## config.mk

```make
export PLATFORM = sky130hd
export DESIGN_NAME = tas_sequencer
export DESIGN_NICKNAME = d
export VERILOG_FILES = /design/src/rtl/tas_pkg.sv /design/src/rtl/tas_period_timer.sv /design/src/rtl/tas_phase_ctrl.sv /design/src/rtl/tas_datapath.sv /design/src/rtl/tas_sequencer.sv
export SDC_FILE = /design/constraint.sdc
export NUM_CORES = 1
export LEC_CHECK = 0
export ABC_AREA = 1
export BUFFER_PORTS_ARGS = -buffer_cell sky130_fd_sc_hd__buf_2
export CORE_MARGIN = 2
export CORE_UTILIZATION = 56
export CTS_CLUSTER_SIZE = 25
export DETAILED_ROUTE_END_ITERATION = 12
export GPL_TIMING_DRIVEN = 0
export HOLD_SLACK_MARGIN = 0.15
export PLACE_DENSITY = 0.86
export SLEW_MARGIN = 10
export SYNTH_ARGS = -nofsm -noshare
export SYNTH_HDL_FRONTEND = slang
export SYNTH_SLANG_ARGS = --single-unit
```

## constraint.sdc

```tcl
create_clock -name clk -period 4.4 [get_ports clk]
set_clock_uncertainty 0.2 [all_clocks]
set_input_delay 0 -clock clk [delete_from_list [all_inputs] [get_ports clk]]
set_output_delay 0 -clock clk [all_outputs]
set_load 0.02 [all_outputs]
```

## src/rtl/tas_pkg.sv

```systemverilog
package tas_pkg;

    localparam int FIELD_W = 10;
    localparam int NFIELDS = 4;
    localparam int WORD_W  = FIELD_W * NFIELDS;
    localparam int NOPND   = 2;

    typedef logic [FIELD_W-1:0] field_t;
    typedef logic [WORD_W-1:0]  word_t;

    // Command layout, most significant field first.
    typedef struct packed {
        field_t order;
        field_t src_a;
        field_t src_b;
        field_t dest;
    } cmd_t;

    typedef enum logic [2:0] {
        PH_ACK    = 3'd0,
        PH_STORE  = 3'd1,
        PH_FETCH  = 3'd2,
        PH_LOAD_A = 3'd3,
        PH_LOAD_B = 3'd4,
        PH_LAUNCH = 3'd5
    } phase_e;

endpackage

```

## src/rtl/tas_period_timer.sv

```systemverilog
module tas_period_timer #(
    parameter int CLKS = 4
) (
    input  logic clk,
    input  logic rst_n,
    output logic first_o,
    output logic last_o
);

    localparam int CW = (CLKS > 1) ? $clog2(CLKS) : 1;
    localparam logic [CW-1:0] LAST_CNT = CW'(CLKS - 1);

    typedef struct packed {
        logic [CW-1:0] cnt;
    } tmr_s;

    tmr_s tmr_d, tmr_q;

    always_comb begin
        tmr_d = tmr_q;
        if (tmr_q.cnt == LAST_CNT) begin
            tmr_d.cnt = '0;
        end else begin
            tmr_d.cnt = tmr_q.cnt + 1'b1;
        end
    end

    always_ff @(posedge clk) begin
        if (!rst_n) begin
            tmr_q <= '0;
        end else begin
            tmr_q <= tmr_d;
        end
    end

    assign first_o = (tmr_q.cnt == '0);
    assign last_o  = (tmr_q.cnt == LAST_CNT);

endmodule

```

## src/rtl/tas_phase_ctrl.sv

```systemverilog
module tas_phase_ctrl
    import tas_pkg::*;
(
    input  logic   clk,
    input  logic   rst_n,
    input  logic   tick_last,
    input  logic   au_done,
    output phase_e phase_o,
    output logic   capture_o
);

    typedef struct packed {
        phase_e phase;
        logic   boot;
        logic   done_seen;
    } ctl_s;

    localparam ctl_s CTL_RESET = '{phase: PH_ACK, boot: 1'b1, done_seen: 1'b0};

    ctl_s ctl_d, ctl_q;

    always_comb begin
        ctl_d     = ctl_q;
        capture_o = 1'b0;
        unique case (ctl_q.phase)
            PH_ACK: begin
                // Completion only counts here, and never in the boot pass.
                if (!ctl_q.boot && au_done) begin
                    ctl_d.done_seen = 1'b1;
                    capture_o       = 1'b1;
                end
                if (tick_last) begin
                    if (ctl_q.boot) begin
                        ctl_d.boot  = 1'b0;
                        ctl_d.phase = PH_FETCH;
                    end else if (ctl_q.done_seen || au_done) begin
                        ctl_d.done_seen = 1'b0;
                        ctl_d.phase     = PH_STORE;
                    end
                end
            end
            PH_STORE:  if (tick_last) ctl_d.phase = PH_FETCH;
            PH_FETCH:  if (tick_last) ctl_d.phase = PH_LOAD_A;
            PH_LOAD_A: if (tick_last) ctl_d.phase = PH_LOAD_B;
            PH_LOAD_B: if (tick_last) ctl_d.phase = PH_LAUNCH;
            PH_LAUNCH: if (tick_last) ctl_d.phase = PH_ACK;
            default:   ctl_d = CTL_RESET;
        endcase
    end

    always_ff @(posedge clk) begin
        if (!rst_n) begin
            ctl_q <= CTL_RESET;
        end else begin
            ctl_q <= ctl_d;
        end
    end

    assign phase_o = ctl_q.phase;

endmodule

```

## src/rtl/tas_datapath.sv

```systemverilog
module tas_datapath
    import tas_pkg::*;
(
    input  logic   clk,
    input  logic   rst_n,
    input  phase_e phase,
    input  logic   tick_first,
    input  logic   tick_last,
    input  logic   capture,
    input  word_t  mem_rdata,
    input  word_t  au_result,
    output field_t mem_addr,
    output logic   mem_re,
    output logic   mem_we,
    output word_t  mem_wdata,
    output logic   au_start,
    output field_t au_order,
    output word_t  au_opa,
    output word_t  au_opb,
    output field_t pc_o,
    output field_t k_o
);

    typedef struct packed {
        field_t                  pc;
        field_t                  k;
        cmd_t                    cmd;
        word_t                   res;
        logic [NOPND-1:0][WORD_W-1:0] opnd;
    } dp_s;

    dp_s dp_d, dp_q;

    logic [NOPND-1:0] opnd_load;

    for (genvar g = 0; g < NOPND; g++) begin : g_opnd_sel
        localparam phase_e LOAD_PH = (g == 0) ? PH_LOAD_A : PH_LOAD_B;
        assign opnd_load[g] = tick_last && (phase == LOAD_PH);
    end

    always_comb begin
        dp_d = dp_q;
        if (capture) begin
            dp_d.res = au_result;
        end
        if (tick_last && (phase == PH_FETCH)) begin
            dp_d.cmd = cmd_t'(mem_rdata);
            dp_d.k   = dp_q.pc;
            dp_d.pc  = dp_q.pc + 1'b1;
        end
        for (int i = 0; i < NOPND; i++) begin
            if (opnd_load[i]) begin
                dp_d.opnd[i] = mem_rdata;
            end
        end
    end

    always_ff @(posedge clk) begin
        if (!rst_n) begin
            dp_q <= '0;
        end else begin
            dp_q <= dp_d;
        end
    end

    always_comb begin
        unique case (phase)
            PH_FETCH:  mem_addr = dp_q.pc;
            PH_LOAD_A: mem_addr = dp_q.cmd.src_a;
            PH_LOAD_B: mem_addr = dp_q.cmd.src_b;
            default:   mem_addr = dp_q.cmd.dest;
        endcase
        mem_re   = tick_first && ((phase == PH_FETCH) || (phase == PH_LOAD_A) ||
                                  (phase == PH_LOAD_B));
        mem_we   = tick_first && (phase == PH_STORE);
        au_start = tick_first && (phase == PH_LAUNCH);
    end

    assign mem_wdata = dp_q.res;
    assign au_order  = dp_q.cmd.order;
    assign au_opa    = dp_q.opnd[0];
    assign au_opb    = dp_q.opnd[1];
    assign pc_o      = dp_q.pc;
    assign k_o       = dp_q.k;

endmodule

```

## src/rtl/tas_sequencer.sv

```systemverilog
module tas_sequencer
    import tas_pkg::*;
#(
    parameter int CLKS_PER_PERIOD = 4
) (
    input  logic                        clk,
    input  logic                        rst_n,
    output logic [tas_pkg::FIELD_W-1:0] mem_addr,
    output logic                        mem_re,
    output logic                        mem_we,
    output logic [tas_pkg::WORD_W-1:0]  mem_wdata,
    input  logic [tas_pkg::WORD_W-1:0]  mem_rdata,
    output logic                        au_start,
    output logic [tas_pkg::FIELD_W-1:0] au_order,
    output logic [tas_pkg::WORD_W-1:0]  au_opa,
    output logic [tas_pkg::WORD_W-1:0]  au_opb,
    input  logic                        au_done,
    input  logic [tas_pkg::WORD_W-1:0]  au_result,
    output logic [tas_pkg::FIELD_W-1:0] pc_o,
    output logic [tas_pkg::FIELD_W-1:0] k_o
);

    logic   tick_first;
    logic   tick_last;
    logic   capture;
    phase_e phase;

    tas_period_timer #(
        .CLKS (CLKS_PER_PERIOD)
    ) u_timer (
        .clk     (clk),
        .rst_n   (rst_n),
        .first_o (tick_first),
        .last_o  (tick_last)
    );

    tas_phase_ctrl u_ctrl (
        .clk       (clk),
        .rst_n     (rst_n),
        .tick_last (tick_last),
        .au_done   (au_done),
        .phase_o   (phase),
        .capture_o (capture)
    );

    tas_datapath u_dp (
        .clk        (clk),
        .rst_n      (rst_n),
        .phase      (phase),
        .tick_first (tick_first),
        .tick_last  (tick_last),
        .capture    (capture),
        .mem_rdata  (mem_rdata),
        .au_result  (au_result),
        .mem_addr   (mem_addr),
        .mem_re     (mem_re),
        .mem_we     (mem_we),
        .mem_wdata  (mem_wdata),
        .au_start   (au_start),
        .au_order   (au_order),
        .au_opa     (au_opa),
        .au_opb     (au_opb),
        .pc_o       (pc_o),
        .k_o        (k_o)
    );

endmodule

```

==> Yosys cells after proc, flatten, opt, wreduce, memory -nomap -nowiden <==
Cells that the tools add are included.
{ "word_totals": {"ff_bits": 187, "in_bits": 83, "out_inout_bits": 163, "wordCells": 63} }
{ "classes": {"add_sub_neg": 2, "n_eq_ne": 13, "n_mux": 16, "bitwise_logic": 2, "n_reduce_logical": 17} }
{ "ops": {"columns": ["operator", "count"], "rows": [
  ["10-bit case mux with 3 select lines", 1],
  ["3-bit 2-to-1 mux", 7],
  ["3-bit case mux with 6 select lines", 1],
  ["2-bit by 1-bit inequality test with 1-bit output (second input constant)", 6],
  ["10-bit by 1-bit adder with 10-bit output (second input constant)", 1],
  ["1-bit logical AND", 7],
  ["7-bit AND reduction", 1],
  ["3-bit by 2-bit == test with 1-bit output (second input constant)", 2],
  ["3-bit == test (second input constant)", 2],
  ["1-bit 2-to-1 mux", 5],
  ["5-bit 2-to-1 mux", 1],
  ["5-bit OR reduction", 1],
  ["2-bit case mux with 2 select lines", 1],
  ["3-bit by 1-bit == test with 1-bit output (second input constant)", 1],
  ["3-bit logical NOT", 1],
  ["1-bit logical OR", 3],
  ["3-bit by 1-bit inequality test with 1-bit output (second input constant)", 1],
  ["2-bit by 1-bit adder with 2-bit output (second input constant)", 1],
  ["2-bit == test (second input constant)", 1],
  ["2-bit logical NOT", 1],
  ["1-bit NOT", 2],
  ["2-bit AND reduction", 1],
  ["2-bit OR reduction", 1],
  ["1-bit logical NOT", 1]
]} }

==> Longest topological paths before layout <==
Gate-level depths: netlist of run 1.
{ "depth": {"ltp_word": 7, "ltp_mapped": 9, "mapped_depth_nobuf": 8} }

==> Cells and area by module <==
Synthesis of run 1 repeated with hierarchy kept, for this count alone.
{ "hier_totals": {"hier_cells": 1108, "hier_area_um2": 8296.7} }
{ "by_module_without_submodules": {"columns": ["module", "instances", "cells_per_inst", "area_per_inst_um2", "seq_area_each_um2"], "rows": [
  ["tas_datapath", 1, 1042, 7827.5, 3603.5],
  ["tas_phase_ctrl", 1, 55, 377.9, 100.1],
  ["tas_period_timer", 1, 11, 91.3, 40.0]
]} }

==> Worst setup path before layout of run 1 <==
OpenSTA, ideal clock, no wires.
{ "synth_path": {"path_type": "reg-to-reg", "startpoint": "reg u_timer.tmr_q[0] in the netlist's numbering", "endpoint": "reg u_dp.dp_q, in the netlist u_dp.pc_o[6]", "setup_time_ns": 0.128, "arrival_ns": 1.214, "t_required_ns": 4.072, "setup_slack_ns": 2.858, "stages_incl_launch_ff": 7, "path_buffers": 1, "period_less_slack_ns": 1.542, "path_cell_list": "dfxtp_1 > ha_1 > nand4_1 > buf_2 > nor2_1 > xor2_1 > nor2_1"} }
{ "synth_between": {"elab_chain_cells": 2} }
{ "synth_lines": {"columns": ["item", "line_no", "text"], "rows": [
  ["start, declared", "tas_period_timer.sv:17", "tmr_s tmr_d, tmr_q;"],
  ["start signal, assigned", "tas_period_timer.sv:32", "tmr_q <= tmr_d;"],
  ["2-bit == test", "tas_period_timer.sv:37", "assign last_o = (tmr_q.cnt == LAST_CNT);"],
  ["1-bit logical AND", "tas_datapath.sv:46", "if (tick_last && (phase == PH_FETCH)) begin"],
  ["end signal, assigned", "tas_datapath.sv:62", "dp_q <= dp_d;"],
  ["end, declared", "tas_datapath.sv:32", "dp_s dp_d, dp_q;"]
]} }
No other way between the ends.
A chain may end at the register's enable or synchronous reset.

==> Worst setup path after layout of run 1 <==
{ "layout_path": {"startpoint": "reg u_ctrl.ctl_q, in the netlist u_ctrl.phase_o[1]", "endpoint": "reg u_dp.dp_q, in the netlist u_dp.mem_wdata[23]"} }
{ "layout_between": {"elab_chain_cells": 2} }
{ "layout_lines": {"columns": ["item", "line_no", "text"], "rows": [
  ["start, declared", "tas_phase_ctrl.sv:20", "ctl_s ctl_d, ctl_q;"],
  ["start signal, assigned", "tas_phase_ctrl.sv:55", "ctl_q <= ctl_d;"],
  ["3-bit logical NOT", "tas_phase_ctrl.sv:25", "unique case (ctl_q.phase)"],
  ["1-bit 2-to-1 mux", "tas_phase_ctrl.sv:25", null]
]} }
No other way between the ends.

==> impl_metrics.tcl, run 1 <==
set metrics [dict create \
    synth_top_cell_area_share 0.454 \
    ys_seq_area_frac 0.454 \
    crit_type "register to register" \
    clock_power_share 0.414 \
    multi_input_area_um2 2940 \
    maxCapViolCount 0 \
    final_common_cell "buf_2" \
    vias_per_cell 5.42 \
    grt_pass1_vias 8937 \
    clk_pin_slew_worst_paths_ns 0.07 \
    hold_class "input pin to register" \
    period_share 0.679 \
    pwr_density_cell_nw_per_um2 317 \
    clock_path_buffers 2 \
    relSlewSlack 0.489 \
    htree_levels 4 \
    seq_area_um2 3740 \
    cp-start-kind "register" \
    syn-num-nets 1166 \
    synth.area.top_cells "dfxtp_1, buf_4, nor2_1" \
    grt_max_degree 17 \
    num_io_pins 246 \
    cts_tree "built" \
    crit_arrival_ns 3.10 \
    p_int_mw 2.80 \
    ys_types 29 \
    vias 9146 \
    synth_warnings 0 \
    combPwrFrac 0.120 \
    antenna_left 0 \
    rsz0062_at_grt "false" \
    cts_setup_buffers 0 \
    grt_first_pass_wirelength_um 46600 \
    rows 44 \
    clockRootBuffer "clkbuf_16" \
    hold_depth 4 \
    syn_to_final_growth_pct 42.5 \
    final_area_um2 11700 \
    required_ns 4.51 \
    final_cell_mix "buf_2, nor2_1, dfxtp_1, buf_4, nand2_1" \
    switching_share 0.250 \
    portBuffers 245 \
    netlist_instances 1080 \
    r2r_slack_ns 1.41 \
    netlist_area_um2 8240 \
    cts_inserted_buffers 17 \
    cp_max_fo 10 \
    synth_seq_cells 187 \
    synth.avg_cell_area_um2 7.63 \
    die_h_um 125 \
    clk_latency_ns 0.43 \
    irDropWorstVdd_mv 0.278 \
    synth_top_cell_by_area "dfxtp_1" \
    setup_viol 0 \
    status "complete, no violations" \
    fill_cells 859 \
    cts_hold_buf 146 \
    start_util 0.569 \
    wire_per_inst_um 17.5 \
    drt-total-wl_um 29600 \
    drc_errors 0 \
    layout-drive-gt1-share 0.318 \
    globalRouteOverflowTotal 0 \
    track_usage 0.370 \
    place_ws_ns 2.40 \
    diodes 0 \
    cts-resized-gates 0 \
    switchingPower_uw 931 \
    slew_viol_final 0 \
    finalNetCount 1576 \
    endpoint_kind "register" \
    die-area_um2 15700 \
    finalHoldViolCount 0 \
    max_freq_mhz 335 \
    fin_tns_setup_ns 0 \
    die_w_um 125 \
    tightest_slew_ns 0.767 \
    globalplace.congestion 0.933 \
    post-dp-hpwl_um 17400 \
    leakagePower_nw 5.54 \
    final.setup.worst_slack_ns 1.41 \
    placed_area_um2 9690 \
    r2r_cells 10 \
    drt_iter0_drc 1081 \
    antenna_found_initial 0 \
    drtPass1Iterations 6 \
    timing.final.crit_period_ns 2.99 \
    core_um2 14500 \
    clkSinkCount 187 \
    seqPwrFrac 0.467 \
]
==> final cells by class <==
type                       count  share of cell area
buffer                       219               0.125
clock buffer                  20              0.0397
clock inverter                12              0.0102
inverter                      24             0.00788
multi-input combinational    650               0.250
sequential                   187               0.319
tap                          184              0.0196
timing repair buffer         391               0.229
==> per-stage QoR <==
| stage | cells | power, mW | utilization | hold slack (ns) |
|---|---|---|---|---|
| 6_report | 1687 | 3.73 | 0.811 | 0.217 |
| 5_1_grt | 1687 | 3.81 | 0.811 | 0.225 |
| 4_1_cts | 1687 | 3.69 | 0.811 | 0.197 |
| 3_5_place_dp | 1509 | 2.09 | 0.670 | 0.0597 |
| 3_3_place_gp | 1509 | 2.09 | 0.670 | 0.0515 |
| 2_1_floorplan | 1080 | 1.97 | - | -0.0357 |
==> state kept, by name (all words and copies together) (netlist names) <==
register,count
u_dp.au_opa,40
u_dp.au_opb,40
u_dp.mem_wdata,40
u_dp.dp_q,30
u_dp.au_order,10
u_dp.k_o,10
u_dp.pc_o,10
u_ctrl.phase_o,3
u_ctrl.ctl_q,2
u_timer.tmr_q,2
==> final timing paths <==
path                                                startpoint                               to
worst max-delay path            u_ctrl.phase_o[1]$_SDFFE_PN0P_  u_dp.mem_wdata[23]$_SDFFE_PN0P_
worst min-delay path                             mem_rdata[35]     u_dp.au_opa[35]$_SDFFE_PN0P_
worst max register to register  u_ctrl.phase_o[1]$_SDFFE_PN0P_  u_dp.mem_wdata[23]$_SDFFE_PN0P_
worst min register to register    u_dp.au_opb[21]$_SDFFE_PN0P_     u_dp.au_opb[21]$_SDFFE_PN0P_
==> per-layer routing <==
| layer | vias to the layer above | routed length, um | track usage |
|---|---|---|---|
| met5 | - | 0 | 0 |
| met4 | 0 | 1350 | 0.182 |
| met3 | 128 | 2600 | 0.0809 |
| met2 | 618 | 14300 | 0.640 |
| met1 | 4218 | 11300 | 0.436 |
| li1 | 4182 | - | - |
==> logic make-up after synthesis <==
family,share of synthesized area
AOI/OAI and AO/OA,0.120
xor gates and xnor gates,0.00106
adders and majority gates,0.00456
and+or+nand+nor,0.232
DFF,0.454
buffers and inverters,0.189
==> synthesized netlist by cell type <==
cell       instances
nand3_2            1
dfxtp_1          187
buf_6              2
nand3_4            1
o2111ai_1          7
nand2_1          148
inv_2              4
clkbuf_1          29
nand4_1            7
o21a_1             1
xor2_1             1
buf_2             32
o21ai_1            1
nand2_2            1
buf_4            156
and3_1             1
nor2_2             1
nor4_1             2
a21oi_1           84
ha_1               3
nand3_1           88
nor2_1           202
inv_1             19
nor2_4             1
inv_4              1
o21ai_0           89
nor2_8             1
nor3_1             4
a211oi_1           6
==> power groups by stage <==
stage | logic [mW] | clock network [mW] | registers, mW
final | 0.446 | 1.54 | 1.74
after detailed placement | 0.321 | 0 | 1.77
after floorplan | 0.201 | 0 | 1.77
after global placement | 0.316 | 0 | 1.77
after CTS | 0.416 | 1.54 | 1.74
after global routing | 0.475 | 1.60 | 1.74
==> critical path: stages (launching register included) <==
cell	delay [ns]
dfxtp_1	0.31
buf_6	0.14
nor2_4	0.11
nand2_2	0.07
inv_1	0.08
nand3_2	0.15
clkbuf_1	0.25
o21ai_0	0.28
dlygate4sd3_1	0.63
nor2_1	0.07
dlygate4sd3_1	0.58
(Power assumes the default switching activity.)
==> run 2, diff against run 1 <==
- ABC_AREA: 1 -> 0
- CORE_UTILIZATION: 56 -> 47
- PLACE_DENSITY: 0.86 -> 0.76
- clock period: 4.4 -> 2.6 ns (I/O delays scaled with it)
==> impl_metrics.tcl, run 2 <==
set metrics [dict create \
    drc_errors 0 \
    path_cells "buf_2, buf_1, clkbuf_1, a211o_1, nand2_1, buf_2" \
    rsz0062_at_grt "false" \
    cts_setup_buffers 0 \
    globalRouteOverflowTotal 0 \
    place_ws_ns 0.479 \
    finalHoldViolCount 0 \
    final.setup.worst_slack_ns 0.227 \
    syn-num-nets 1155 \
    tightest_slew_ns 0.680 \
    period_share 0.913 \
    finalNetCount 1500 \
    post-place-cells 1542 \
    syn_to_final_growth_pct 33.8 \
    post-dp-hpwl_um 17200 \
    clk_pin_slew_worst_paths_ns 0.07 \
    critPathMaxStageDelay_ns 0.46 \
    vias_per_cell 4.96 \
    cts_tree "built" \
    ys.flop_type "dfxtp_1" \
    setup_viol 0 \
    hold_class "input pin to register" \
    antenna_left 0 \
    grt_max_degree 19 \
    cp-start-kind "register" \
    slew_viol_final 0 \
    core_um2 18000 \
    track_usage 0.253 \
    num_io_pins 246 \
    timing.final.crit_period_ns 2.37 \
    final_common_cell "nand2_1" \
    synth_warnings 0 \
    cp_max_fo 10 \
    path_common_cell "buf_2" \
    synth_top_cell_area_share 0.434 \
    start_util 0.480 \
    ys_types 44 \
    fin_tns_setup_ns 0 \
    globalplace.congestion 0.879 \
    synth.avg_cell_area_um2 8.07 \
    maxCapViolCount 0 \
    crit_arrival_ns 2.17 \
    htree_levels 4 \
    vias 8208 \
    grt_pass1_vias 7785 \
    synth_seq_cells 187 \
    synth_enable_flop_cells 0 \
    clkSinkCount 187 \
    endpoint_kind "primary output" \
    netlist_instances 1069 \
    leakagePower_nw 5.34 \
    portBuffers 244 \
    irDropWorstVdd_mv 0.462 \
    async_flop_share 0 \
    required_ns 2.40 \
    fin_cells 1656 \
    status "complete, no violations" \
    die-area_um2 19500 \
    die_w_um 139 \
    antenna_found_initial 0 \
    max_freq_mhz 421 \
    drt_iter0_drc 425 \
    synth_top_cell_by_area "dfxtp_1" \
    rows 49 \
    diodes 0 \
    drt-total-wl_um 25100 \
    die_h_um 139 \
    synth.most_common_cell "nand2_1" \
    clk_latency_ns 0.43 \
    netlist_area_um2 8630 \
    synth.area.top_cells "dfxtp_1, buf_4, nand2_1" \
    crit_type "register to primary output" \
    pwr_density_cell_nw_per_um2 544 \
    clock_path_buffers 2 \
    grt_first_pass_wirelength_um 39700 \
    relSlewSlack 0.543 \
    ys_seq_area_frac 0.434 \
    wire_per_inst_um 15.1 \
    clockRootBuffer "clkbuf_16" \
    cts_inserted_buffers 17 \
    ys_top_cells_by_count "nand2_1, dfxtp_1, buf_4" \
    layout-drive-gt1-share 0.320 \
    critPathSlowestCell "clkbuf_1" \
    final_cell_mix "nand2_1, buf_2, dfxtp_1, buf_4, a21oi_1" \
    drtPass1Iterations 6 \
]
-- run 2: cell types whose count changed after synthesis, sizes merged, moves of 25 or more --
cell	previous run	this run
o21a	1	40
nand3	90	3
clkbuf	29	54
o21ai	90	3
a21boi	0	41
nand2	149	277
nor2	205	16
and3	1	40
a21oi	84	141
-- run 2: critical path, delay by kind of cell (launching register included) --
kind	cells	cell delay (ns)
buffers and inverters	4	1.18
DFF	1	0.30
AOI/OAI and AO/OA	1	0.21
and+or+nand+nor	1	0.04
-- run 2: metal layers --
layer / up-vias / routed length, um / GRT usage
li1: 4102 / - / -
met1: 3779 / 11100 / 0.323
met2: 274 / 11700 / 0.423
met3: 53 / 1530 / 0.0509
met4: 0 / 698 / 0.0936
met5: - / 0 / 0
-- run 2: path summary, 6_finish.rpt --
kind / cells past startpoint / slack [ns] / endpoint / from
max reg2reg: 5 / 0.31 / u_dp.mem_wdata[39]$_SDFFE_PN0P_ / u_ctrl.phase_o[2]$_SDFFE_PN0P_
min reg2reg: 2 / 0.25 / u_dp.dp_q[135]$_SDFFE_PN0P_ / u_dp.dp_q[135]$_SDFFE_PN0P_
min: 4 / 0.14 / u_ctrl.phase_o[0]$_SDFFE_PN0P_ / au_done
max: 6 / 0.23 / mem_addr[3] / u_ctrl.phase_o[1]$_SDFFE_PN0P_
-- run 2: cell families after synthesis --
family / synth area share
simple gates: 0.191
compound gates: 0.179
mux: 0.0175
buf+inv: 0.173
fa+ha+maj: 0.00435
xor+xnor: 0.00102
flops: 0.434
-- run 2: layout make-up --
cell class / count / area, um^2
Buffer: 232 / 1470
Clock buffer: 18 / 439
Clock inverter: 14 / 149
Fill cell: 1517 / 6420
Inverter: 7 / 26.3
Multi-Input combinational cell: 643 / 3390
Sequential cell: 187 / 3740
Tap cell: 229 / 287
Timing Repair Buffer: 326 / 2040
-- run 2: metrics by stage --
stage                     utilization  power [mW]  cell area [um^2]  hold WS, ns
after CTS                       0.643        6.30             11500        0.154
after detailed placement        0.564        3.62             10100       0.0702
final                           0.643        6.28             11500        0.140
after floorplan                     -        3.39              8630      -0.0640
after global routing            0.643        6.50             11500        0.178
after global placement          0.564        3.62             10100       0.0681
-- run 2: where the power goes --
part	total, mW	switching [mW]	internal (mW)
logic	0.718	0.385	0.332
clock network	2.62	1.23	1.39
registers	2.94	0.0304	2.91
-- run 2: repair_timing --
item / CTS / global route
gates resized for setup: 0 / 1
setup endpoints to repair: 0 / 1
hold endpoints to repair: 166 / 0
hold buffers: 82 / 0
==> run 3, diff against run 2 <==
- REMOVE_ABC_BUFFERS: unset -> 1
==> impl_metrics.tcl, run 3 (same netlist as run 2, synthesis figures left out) <==
set metrics [dict create \
    status "complete, no violations" \
    grt_max_degree 100 \
    fin_tns_setup_ns 0 \
    drtPass1Iterations 5 \
    track_usage 0.228 \
    drt_iter0_drc 277 \
    num_io_pins 246 \
    period_share 0.937 \
    portBuffers 245 \
    holdPathEnd "u_dp.au_opb[12]$_SDFFE_PN0P_" \
    p_int_mw 4.49 \
    critPathMaxStageDelay_ns 0.91 \
    cts_tree "built" \
    antenna_found_initial 0 \
    finalHoldViolCount 0 \
    clock_path_buffers 2 \
    worstHoldStart "mem_rdata[12]" \
    vias_per_cell 5.10 \
    final_cell_mix "nand2_1, buf_2, dfxtp_1, a21oi_1, dlygate4sd3_1" \
    fin_util 0.577 \
    seqPwrFrac 0.483 \
    path_delay_family "flip-flops" \
    globalRouteOverflowTotal 0 \
    r2r-start "u_ctrl.phase_o[0]$_SDFFE_PN0P_" \
    required_ns 2.40 \
    pwr_density_cell_nw_per_um2 592 \
    globalplace.congestion 0.743 \
    post-dp-hpwl_um 13600 \
    critPathSlowestCell "dfxtp_2" \
    clock_power_share 0.416 \
    drc_errors 0 \
    die_h_um 139 \
    slew_viol_final 0 \
    switching_share 0.268 \
    cp-start-kind "register" \
    core_um2 18000 \
    antenna_left 0 \
    rows 49 \
    finalNetCount 1285 \
    fill_cells 1547 \
    grt_pass1_vias 7151 \
    hold_ws_ns 0.173 \
    leakagePower_nw 4.45 \
    hold_class "input pin to register" \
    setup_viol 0 \
    combPwrFrac 0.102 \
    wire_per_inst_um 15.5 \
    grt_first_pass_wirelength_um 36500 \
    die_w_um 139 \
    final_area_um2 10400 \
    clk_latency_ns 0.42 \
    r2r_slack_ns 0.21 \
    cp_max_fo 34 \
    drt-total-wl_um 22300 \
    switchingPower_mw 1.64 \
    htree_levels 4 \
    diodes 0 \
    max_freq_mhz 410 \
    rsz0062_at_grt "false" \
    start_util 0.480 \
    hold_depth 4 \
    layout-drive-gt1-share 0.253 \
    clkSinkCount 187 \
    syn_to_final_growth_pct 20.1 \
    tightest_slew_ns 1.06 \
    crit_path_start "u_ctrl.phase_o[0]$_SDFFE_PN0P_" \
    vias 7339 \
    r2r_cells 4 \
    placed_area_um2 8920 \
    cts_inserted_buffers 17 \
    relSlewSlack 0.291 \
    crit_arrival_ns 2.24 \
    path_cells "nor2_4, mux2_2, a21o_1, buf_2" \
    r2r_end "u_dp.pc_o[8]$_SDFFE_PN0P_" \
    irDropWorstVdd_mv 0.475 \
    die-area_um2 19500 \
    crit_type "register to primary output" \
    clk_pin_slew_worst_paths_ns 0.08 \
    crit_buf_inv 1 \
    clockRootBuffer "clkbuf_16" \
    maxCapViolCount 0 \
    endpoint_kind "primary output" \
    total_power_mw 6.13 \
    timing.final.crit_period_ns 2.44 \
    final_common_cell "nand2_1" \
]
==> run 3: cell types whose count changed in the layout (fill, tap and decap cells not counted), moves of 2 or more <==
| cell | change |
|---|---|
| buf_4 | -146 |
| clkbuf_1 | -50 |
| buf_2 | -22 |
| buf_6 | +5 |
| clkbuf_2 | -5 |
| buf_1 | -4 |
| buf_12 | +3 |
| buf_8 | +3 |
| clkinv_8 | +3 |
| dfxtp_1 | -3 |
| dfxtp_2 | +2 |
| nand4bb_1 | -2 |
| nand4bb_4 | +2 |
==> run 3: power by group through the flow <==
stage                     clock [mW]  sequential (mW)  combinational [mW]
after CTS                       2.61             2.96               0.614
after global routing            2.71             2.97               0.678
final                           2.55             2.96               0.623
after detailed placement           0             3.03               0.517
after global placement             0             3.02               0.478
after floorplan                    0             3.06               0.224
==> run 3: metal layers <==
metal | up-vias | global-route usage | part of all wire
li1 | 3654 | - | -
met1 | 3358 | 0.284 | 0.43
met2 | 299 | 0.383 | 0.47
met3 | 28 | 0.0668 | 0.083
met4 | 0 | 0.0675 | 0.016
met5 | - | 0 | 0
==> run 3: how the worst max path moves through the flow <==
stage	endpoint	depth (start not counted)
after global placement	u_dp.k_o[0]$_SDFFE_PN0P_	3
after global routing	u_dp.mem_wdata[20]$_SDFFE_PN0P_	4
after floorplan	u_dp.pc_o[4]$_SDFFE_PN0P_	3
after detailed placement	u_dp.pc_o[4]$_SDFFE_PN0P_	5
after CTS	u_dp.pc_o[8]$_SDFFE_PN0P_	5
final	mem_addr[9]	4
==> run 3: cell type report <==
type | count | area (um^2) | area share
Timing Repair Buffer | 343 | 2270 | 0.219
Clock buffer | 17 | 425 | 0.0411
Tap cell | 229 | 287 | 0.0277
Clock inverter | 14 | 151 | 0.0146
Inverter | 7 | 31.3 | 0.00302
Multi-Input combinational cell | 643 | 3450 | 0.333
Sequential cell | 187 | 3750 | 0.362
==> run 3: per-stage QoR <==
step | std cells | setup slack (ns)
finish | 1440 | 0.163
global route | 1440 | 0.0477
CTS | 1440 | 0.119
detailed placement | 1323 | -0.301
global placement | 1311 | -6.68
floorplan | 837 | -3.21
==> run 3: what timing repair did <==
item,4_1_cts,5_1_grt
pin swaps,2,0
hold buffers,82,0
endpoints found under the hold margin,164,0
setup endpoints to repair,74,1
buffers inserted,4,0
gates resized for setup,3,1
==> run 3: tightest hold or removal path, stage by stage <==
cell and delay [ns]:
dlygate4sd3_1 0.53, buf_2 0.13, nand2_1 0.05, a21oi_1 0.05
